--- src/rtl/sdlc_tx_framer.sv ---
module sdlc_tx_framer #(
  parameter logic [7:0]  FLAG_PAT  = 8'h7E,
  parameter logic [15:0] CRC_POLY  = 16'h8408,
  parameter int unsigned STUFF_RUN = 5
) (
  input  logic       clk,
  input  logic       rst_n,
  input  logic       tx_en,
  input  logic       auto_en,
  input  logic       cts_n,
  input  logic       rts_bit,
  input  logic       auto_rts_off,
  input  logic       nrzi_en,
  input  logic       nrzi_mark,
  input  logic       wr_valid,
  input  logic [7:0] wr_data,
  output logic       txd,
  output logic       rts_n,
  output logic       tbe,
  output logic       eom
);
  localparam int unsigned BYTE_W = $bits(FLAG_PAT);
  localparam int unsigned CRC_W  = $bits(CRC_POLY);
  localparam int unsigned CNT_W  = $clog2(CRC_W);
  localparam int unsigned IDX_W  = $clog2(BYTE_W);
  localparam int unsigned RUN_W  = $clog2(STUFF_RUN + 1);

  typedef enum logic [2:0] {S_OFF, S_FLAG, S_DATA, S_CRC, S_CLOSE, S_MARK} phase_t;

  phase_t state, nxt;
  logic [CNT_W-1:0]  bitcnt;
  logic [BYTE_W-1:0] sh, hold;
  logic [CRC_W-1:0]  crc;
  logic [RUN_W-1:0]  ones;
  logic hold_full, subst, line, drop, eom_q;
  logic en_eff, st_off, st_mark, st_crc, active, stuff, sub_now;
  logic cur_bit, out_bit, stuffable, adv, last, decide, take;

  assign en_eff    = tx_en & (~auto_en | ~cts_n);
  assign st_off    = state == S_OFF;
  assign st_mark   = state == S_MARK;
  assign st_crc    = state == S_CRC;
  assign active    = ~st_off & ~st_mark;
  assign stuff     = active & (ones == RUN_W'(STUFF_RUN));
  assign sub_now   = subst | ~en_eff;
  assign cur_bit   = st_crc ? (sub_now ? FLAG_PAT[bitcnt[IDX_W-1:0]] : ~crc[0]) : sh[0];
  assign out_bit   = cur_bit & ~stuff;
  assign stuffable = (state == S_DATA) | (st_crc & ~sub_now);
  assign adv       = active & ~stuff;
  assign last      = bitcnt == (st_crc ? CNT_W'(CRC_W - 1) : CNT_W'(BYTE_W - 1));
  assign decide    = (adv & last) | ~active;
  assign take      = decide & (nxt == S_DATA);

  assign txd   = line;
  assign tbe   = ~hold_full;
  assign eom   = eom_q;
  assign rts_n = ~(rts_bit & ~drop);

  always_comb begin
    nxt = state;
    case (state)
      S_OFF:  if (en_eff) nxt = S_FLAG;
      S_MARK: if (!en_eff) nxt = S_OFF;
              else if (hold_full) nxt = S_FLAG;
      S_FLAG, S_CLOSE:
        if (!en_eff) nxt = S_OFF;
        else if (hold_full) nxt = S_DATA;
        else if (state == S_CLOSE && nrzi_en && nrzi_mark) nxt = S_MARK;
        else nxt = S_FLAG;
      S_DATA:
        if (!en_eff) nxt = S_OFF;
        else if (hold_full) nxt = S_DATA;
        else nxt = S_CRC;
      S_CRC:  nxt = sub_now ? S_OFF : S_CLOSE;
      default: nxt = S_OFF;
    endcase
  end

  always_ff @(posedge clk or negedge rst_n) begin
    if (!rst_n) begin
      state     <= S_OFF;
      bitcnt    <= '0;
      sh        <= '0;
      hold      <= '0;
      hold_full <= 1'b0;
      crc       <= '1;
      ones      <= '0;
      subst     <= 1'b0;
      line      <= 1'b1;
      drop      <= 1'b0;
      eom_q     <= 1'b0;
    end else begin
      if (decide) begin
        state  <= nxt;
        bitcnt <= '0;
        subst  <= 1'b0;
        if (take) begin
          sh        <= hold;
          hold_full <= 1'b0;
        end else begin
          sh <= FLAG_PAT;
        end
      end else begin
        if (adv) begin
          bitcnt <= bitcnt + CNT_W'(1);
          sh     <= sh >> 1;
        end
        if (st_crc & ~en_eff) subst <= 1'b1;
      end

      if (wr_valid & ~hold_full) begin
        hold      <= wr_data;
        hold_full <= 1'b1;
      end

      if (adv & (state == S_DATA))
        crc <= (crc >> 1) ^ ((crc[0] ^ sh[0]) ? CRC_POLY : '0);
      else if (adv & st_crc)
        crc <= crc >> 1;
      else if (take)
        crc <= '1;

      if (!adv) ones <= '0;
      else      ones <= (stuffable & cur_bit) ? ones + RUN_W'(1) : '0;

      line  <= active ? (nrzi_en ? (out_bit ? line : ~line) : out_bit) : 1'b1;
      eom_q <= decide & (state == S_DATA) & (nxt == S_CRC);

      if (!rts_bit) drop <= 1'b0;
      else if (auto_rts_off & decide & (state == S_CLOSE) & (nxt != S_DATA)) drop <= 1'b1;
    end
  end
endmodule

--- config.mk ---
export PLATFORM = sky130hd
export DESIGN_NAME = sdlc_tx_framer
export DESIGN_NICKNAME = d
export VERILOG_FILES = /design/src/rtl/sdlc_tx_framer.sv
export SDC_FILE = /design/constraint.sdc
export NUM_CORES = 1
export LEC_CHECK = 0
export ABC_AREA = 0
export BUFFER_PORTS_ARGS = -buffer_cell sky130_fd_sc_hd__buf_2
export CAP_MARGIN = 15
export CELL_PAD_IN_SITES_DETAIL_PLACEMENT = 0
export CELL_PAD_IN_SITES_GLOBAL_PLACEMENT = 2
export CORE_UTILIZATION = 41
export CTS_CLUSTER_SIZE = 30
export DETAILED_ROUTE_END_ITERATION = 10
export PLACE_DENSITY = 0.82
export SYNTH_ARGS = -nofsm -noshare
export SYNTH_HDL_FRONTEND = slang
export SYNTH_SLANG_ARGS = --single-unit
--- constraint.sdc ---
create_clock -name clk -period 3.8 [get_ports clk]
set_input_delay 0.95 -clock clk [delete_from_list [all_inputs] [get_ports clk]]
set_output_delay 0.95 -clock clk [all_outputs]
set_load 0.02 [all_outputs]
==> metrics.md, run 1 <==
| Metric | Value |
|---|---|
| Fraction of layout cells with a size suffix above 1 | `around 28%` |
| Setup TNS | `0 ns` |
| Peak VDD IR | `0.339 mV` |
| Leak pwr | `around 1 nW` |
| Routed Antenna Nets | `0` |
| Cell Pwr Density | `approximately 700 nW/um^2` |
| Clock Skew | `0.00826 ns` |
| Achievable Freq | `between 300 and 400 MHz` |
| Min-Delay Path Depth | `1` |
| Clk slew on worst S/H paths | `around 0.09 ns` |
| Multi-input logic area | `approximately 1000 um^2` |
| Async S/R FF share, synth | `100%` |
| Main synth FF type | `dfrtp_1` |
| Max-Cap Viols | `0` |
| Die H | `76.5 um` |
| Final setup viols | `0` |
| Largest cells by area after synthesis | `dfrtp_1, dfstp_2, nor2_1` |
| Register bit count reported by yosys | `47` |
| Hold Path Sink | `ones[0]` |
| Syn Inst Count | `216` |
| CTS buffer count | `5` |
| Startpoint Class | `register` |
| Measured slew at the worst slew-check pin | `1.02 ns` |
| Die area | `5850 um^2` |
| Core area | `between 5000 and 6000 um^2` |
| Vias in the first global route | `around 1600` |
| Pwr Total | `1.82 mW` |
| Synth cell types | `51` |
| Hold Startpoint | `ones[0]` |
| Die X-Extent | `76.5 um` |
| H-tree depth | `2` |
| Fillers | `between 400 and 500` |
| Largest net degree at the start of global routing | `48` |
| Via count | `1632` |
| RSZ-0062 raised after global routing | `no` |
| GRT Util Overall | `between 10% and 20%` |
| Slack of the worst reg-to-reg path | `1.17 ns` |
| Root buffer cell | `clkbuf_8` |
| Critical Path End Type | `register` |
| Placer congestion estimate | `0.749` |
| PostCTS Resize Cnt | `0` |
| Crit path time final | `~2.6 ns` |
| DR vias/cell | `5.33` |
| Kind of critical path | `register to register` |
| Outcome | `complete, no violations` |
| Final Cycle Share | `69.2%` |
| Post-DP HPWL | `3.06 mm` |
| Syn Area/Cell | `about 11 um^2` |
| Initial antenna violation count | `0` |
| Hold Buf Count CTS | `0` |
| Buffers on Ports | `21` |
| EDFF count, synth | `0` |
| Row count | `26` |
| First-pass DRT Iterations | `4` |
| Crit path cell chain | `and3b_4 -> xnor2_4 -> a41oi_4 -> or3_1 -> o221a_2` |
| Slew margin rel. | `between 30% and 40%` |
| Mapped Area | `2280 um^2` |
| Worst R2R Start | `state[1]` |
| Sequential area share after synthesis | `about 53%` |
| Length in cells of the worst reg-to-reg path | `5` |
| Clock Path Buffers | `2` |
| Hold Fails Final Rpt | `0` |
| First-pass GRT wire length | `between 7 and 8 mm` |
| Io pins | `22` |
| Slowest CP cell | `or3_1` |
| # diodes | `0` |
| Slew Limit Fails | `0` |
| YS warnings | `0` |
| Clock latency on the worst-skew pair | `0.30 ns` |
| Layout area overhead | `11.0%` |
| Critical path's largest stage delay | `around 0.77 ns` |
| Post-CTS repair timing setup buffer count | `0` |
| Overflow after GRT | `0` |
| CTS tree | `done` |
| Starting Density | `43.5%` |
| DRC Markers | `0` |
| Synth area leader | `dfrtp_1` |
| Sequential Area | `1200 um^2` |
| Clock sink count | `47` |
| CP Data Required Time | `3.99 ns` |
| Initial DRC Count | `roughly 140` |
| Arrival time of the worst setup path | `2.82 ns` |
| Maximum fanout along the worst path | `24` |
| Share of the synthesized area in the top cell type | `33.0%` |
| Syn nets | `between 200 and 250` |
| R2R Path End | `sh[4]` |
| Final WL | `4.46 mm` |
| Tightest Hold Check Type | `register to register` |
| Post-DR wirelength/cell | `14.6 um` |
| Fin nets | `257` |
## worst max-delay path by stage
stage	startpoint	to	slack, ns
after global placement	auto_en	sh[2]	1.07
after global routing	state[1]	sh[3]	1.05
after detailed placement	auto_en	sh[4]	1.03
after CTS	state[1]	sh[4]	1.18
after floorplan	tx_en	sh[5]	1.52
final	state[1]	sh[4]	1.17
## cell usage after synthesis (2+ instances only)
cell / count
clkbuf_1: 6
a211oi_1: 2
xor2_1: 4
inv_1: 6
nand2_1: 11
o221a_2: 4
or3_1: 6
ha_1: 4
nand3_1: 5
nand3b_1: 2
dfrtp_1: 30
nand4_1: 3
nor3b_1: 3
a2bb2oi_1: 2
nand2b_1: 5
o221a_1: 2
mux2_2: 7
buf_6: 2
o21ai_0: 8
nor2b_1: 2
buf_2: 2
a21oi_1: 18
dfstp_2: 17
nor2_1: 38
## routing by layer
layer | up-vias | routed length (um) | GRT usage (%)
li1 | 802 | - | -
met1 | 796 | 2100 | 21.7
met2 | 25 | 2140 | 27.4
met3 | 9 | 147 | 4.07
met4 | 0 | 73 | 6.35
met5 | - | 0 | 0
## per-stage QoR
| step | utilization, % | area (um^2) | hold slack [ns] | setup WS, ns | instances |
|---|---|---|---|---|---|
| 2_1_floorplan | - | 2280 | 0.438 | 1.52 | 216 |
| 3_3_place_gp | 46.3 | 2420 | 0.453 | 1.07 | 298 |
| 3_5_place_dp | 46.3 | 2420 | 0.477 | 1.03 | 298 |
| 4_1_cts | 48.2 | 2530 | 0.489 | 1.18 | 306 |
| 5_1_grt | 48.2 | 2530 | 0.519 | 1.05 | 306 |
| 6_report | 48.2 | 2530 | 0.482 | 1.17 | 306 |
## worst max-delay path, delay by kind of cell, from the launching register on
kind / cells / cell delay, ns
XOR/XNOR: 1 / 0.14
AO/OA/AOI/OAI: 2 / 0.64
AND/OR/NAND/NOR: 2 / 1.11
flip-flops: 1 / 0.62
## final cells by class
cell class,instances,area share (%)
Sequential cell,47,47.4
Tap cell,70,3.47
Clock buffer,7,3.81
Inverter,6,0.892
Timing Repair Buffer,23,4.75
Clock inverter,1,0.248
Multi-Input combinational cell,152,39.4
## cells by family (layout without fill, tap and decap cells)
group,after synthesis,after routing,share of synthesized area [%]
XOR/XNOR,6,6,3.13
AO/OA/AOI/OAI,50,50,16.1
buffers and inverters,17,37,3.63
flip-flops,47,47,52.6
adder cells (fa/ha/maj),4,4,2.20
AND/OR/NAND/NOR,84,84,18.5
multiplexers,8,8,3.90
## cell usage in the layout (no fill, tap or decap), types with 2 or more instances in the layout
cell type	count
a2bb2oi_1	2
inv_1	6
buf_4	2
clkbuf_8	7
nor2b_1	2
ha_1	4
nand3b_1	2
mux2_2	7
a211oi_1	2
buf_2	21
or3_1	6
nor2_1	38
dfrtp_1	30
o21ai_0	8
nand4_1	3
nand2b_1	5
a21oi_1	18
nand2_1	11
xor2_1	4
dfstp_2	17
o221a_1	2
nor3b_1	3
o221a_2	4
nand3_1	5
## power by group
group | total [mW] | leakage, nW | switching (mW) | internal (mW)
logic | 0.644 | 0.426 | 0.357 | 0.287
clock network | 0.333 | 0.0548 | 0.167 | 0.166
registers | 0.841 | 0.547 | 0.133 | 0.708
## sequential cells by signal (all words and copies together), names as in the netlist
register / flops
txd: 1
hold: 8
eom: 1
sh: 8
crc: 16
state: 3
ones: 3
drop: 1
hold_full: 1
subst: 1
bitcnt: 4
Power figures use the tool's default switching activity.
==> run 2: changes to the inputs <==
- CORE_UTILIZATION: 41 -> 38
- PLACE_DENSITY: 0.82 -> 0.77
- clock period: 3.8 -> 2.6 ns (I/O delays scaled with it)
==> run 2 against run 1 <==
Net effect: die area grew 7.7%; clock skew shrank 0.0015 ns; maximum frequency grew 14%; total power grew 45%; combinational power grew 55%; worst setup slack lost 0.89 ns; sequential share of layout area shrank 0.83 points; sequential power grew 43%.
==> metrics.md, run 2 (same netlist as run 1, synthesis figures left out) <==
| Metric | Value |
|---|---|
| Largest register FFs | `16` |
| Length in cells of the worst reg-to-reg path | `6` |
| Buffers on Ports | `21` |
| Post-CTS repair timing setup buffer count | `0` |
| Clock sink count | `47` |
| Maximum fanout along the worst path | `16` |
| Most frequent cells in the layout | `nor2_1, dfrtp_1, buf_2` |
| CTS tree | `done` |
| Initial antenna violation count | `0` |
| Achievable Freq | `432 MHz` |
| Clock latency on the worst-skew pair | `0.30 ns` |
| Final WL | `roughly 4.8 mm` |
| Overflow after GRT | `0` |
| Die H | `79.4 um` |
| Final Cycle Share | `89.0%` |
| Starting Density | `approximately two fifths` |
| First-pass GRT wire length | `8.12 mm` |
| Io pins | `22` |
| Post-DP HPWL | `about 3.4 mm` |
| CP endpoint | `crc[15]` |
| Hold Buf Count CTS | `0` |
| Setup TNS | `0 ns` |
| Startpoint Class | `register` |
| Kind of critical path | `register to register` |
| Initial DRC Count | `116` |
| Slew margin rel. | `52.9%` |
| Leak pwr | `1.05 nW` |
| Commonest non-fill, non-tap cell in the layout | `nor2_1` |
| R2R Path End | `crc[15]` |
| Measured slew at the worst slew-check pin | `0.706 ns` |
| Crit path time final | `2.31 ns` |
| Placer congestion estimate | `0.766` |
| GRT Util Overall | `16.9%` |
| Clock Skew | `0.00674 ns` |
| Fraction of layout cells with a size suffix above 1 | `30.3%` |
| Post-DR wirelength/cell | `15.0 um` |
| Critical Path Source | `state[2]` |
| DR vias/cell | `around 5.3` |
| DRC Markers | `0` |
| Root buffer cell | `clkbuf_8` |
| Clk slew on worst S/H paths | `0.09 ns` |
| PostCTS Resize Cnt | `0` |
| CTS buffer count | `5` |
| Worst R2R Start | `state[2]` |
| Vias in the first global route | `roughly 1700` |
| Die X-Extent | `79.4 um` |
| Clock Path Buffers | `2` |
| Hold Fails Final Rpt | `0` |
| Layout area overhead | `13.0%` |
| Cell Pwr Density | `between 1000 and 1500 nW/um^2` |
| RSZ-0062 raised after global routing | `no` |
| Final setup viols | `0` |
| Outcome | `complete, no violations` |
| Top reg by flops | `crc` |
| H-tree depth | `2` |
| Slack of the worst reg-to-reg path | `0.29 ns` |
| Pwr Total | `2.64 mW` |
| Largest regs | `crc: 16 flops, hold: 8 flops, sh: 8 flops` |
| Via count | `1681` |
| Slew Limit Fails | `0` |
| Arrival time of the worst setup path | `2.53 ns` |
| Row count | `27` |
| Max-Cap Viols | `0` |
| Tightest Hold Check Type | `input pin to async pin` |
| Core area | `5640 um^2` |
| Fin nets | `265` |
| Routed Antenna Nets | `0` |
| Peak VDD IR | `0.496 mV` |
| Largest net degree at the start of global routing | `25` |
| First-pass DRT Iterations | `4` |
| Die area | `6300 um^2` |
| CP Data Required Time | `2.82 ns` |
| # diodes | `0` |
| Critical Path End Type | `register` |
-- run 2: cell count changes in the layout (fill, tap and decap cells not counted), sizes merged --
cell,change
clkinvlp,+1
buf,+8
inv,-1
clkbuf,-1
clkinv,+1
-- run 2: worst min path at each step --
stage / startpoint / endpoint / slack [ns] / depth (start not counted)
2_1_floorplan: rst_n / bitcnt[0] / 0.35 / 0
3_3_place_gp: ones[0] / ones[0] / 0.45 / 1
3_5_place_dp: ones[0] / ones[0] / 0.49 / 1
4_1_cts: rst_n / bitcnt[2] / 0.34 / 1
5_1_grt: rst_n / bitcnt[2] / 0.36 / 1
6_report: rst_n / bitcnt[2] / 0.32 / 1
-- run 2: worst max-delay path, cell delays in order, from the launching register on --
cell and delay [ns]:
dfrtp_1 0.49, and3b_4 0.39, xnor2_4 0.14, a41oi_4 0.20
or3_1 0.57, buf_4 0.26, a22oi_1 0.17
-- run 2: power by group --
part	switching (mW)	internal (mW)
Sequential	0.168	1.04
Clock	0.247	0.188
Combinational	0.549	0.456
-- run 2: area by class of cell --
class	instances	area [um^2]
clock inverter	2	12.5
timing repair buffer	31	180
clock buffer	6	72.6
fill	539	3070
multi-input combinational	152	996
inverter	6	22.5
tap	72	90.1
sequential	47	1200
-- run 2: routing by layer --
metal | vias to the layer above | global-route usage, % | share of wire [%]
li1 | 814 | - | -
met1 | 834 | 21.9 | 46
met2 | 28 | 28.5 | 50
met3 | 5 | 3.20 | 3.0
met4 | 0 | 4.91 | 1.3
met5 | - | 0 | 0
-- run 2: metrics by stage --
stage	worst slack (ns)	util (%)	cell area, um^2	hold slack, ns	std cells
floorplan	0.603	-	2280	0.354	216
global placement	0.381	44.1	2490	0.453	308
detailed placement	0.292	44.1	2490	0.488	308
CTS	0.284	45.6	2570	0.339	316
global route	0.171	45.6	2570	0.357	316
finish	0.286	45.6	2570	0.321	316
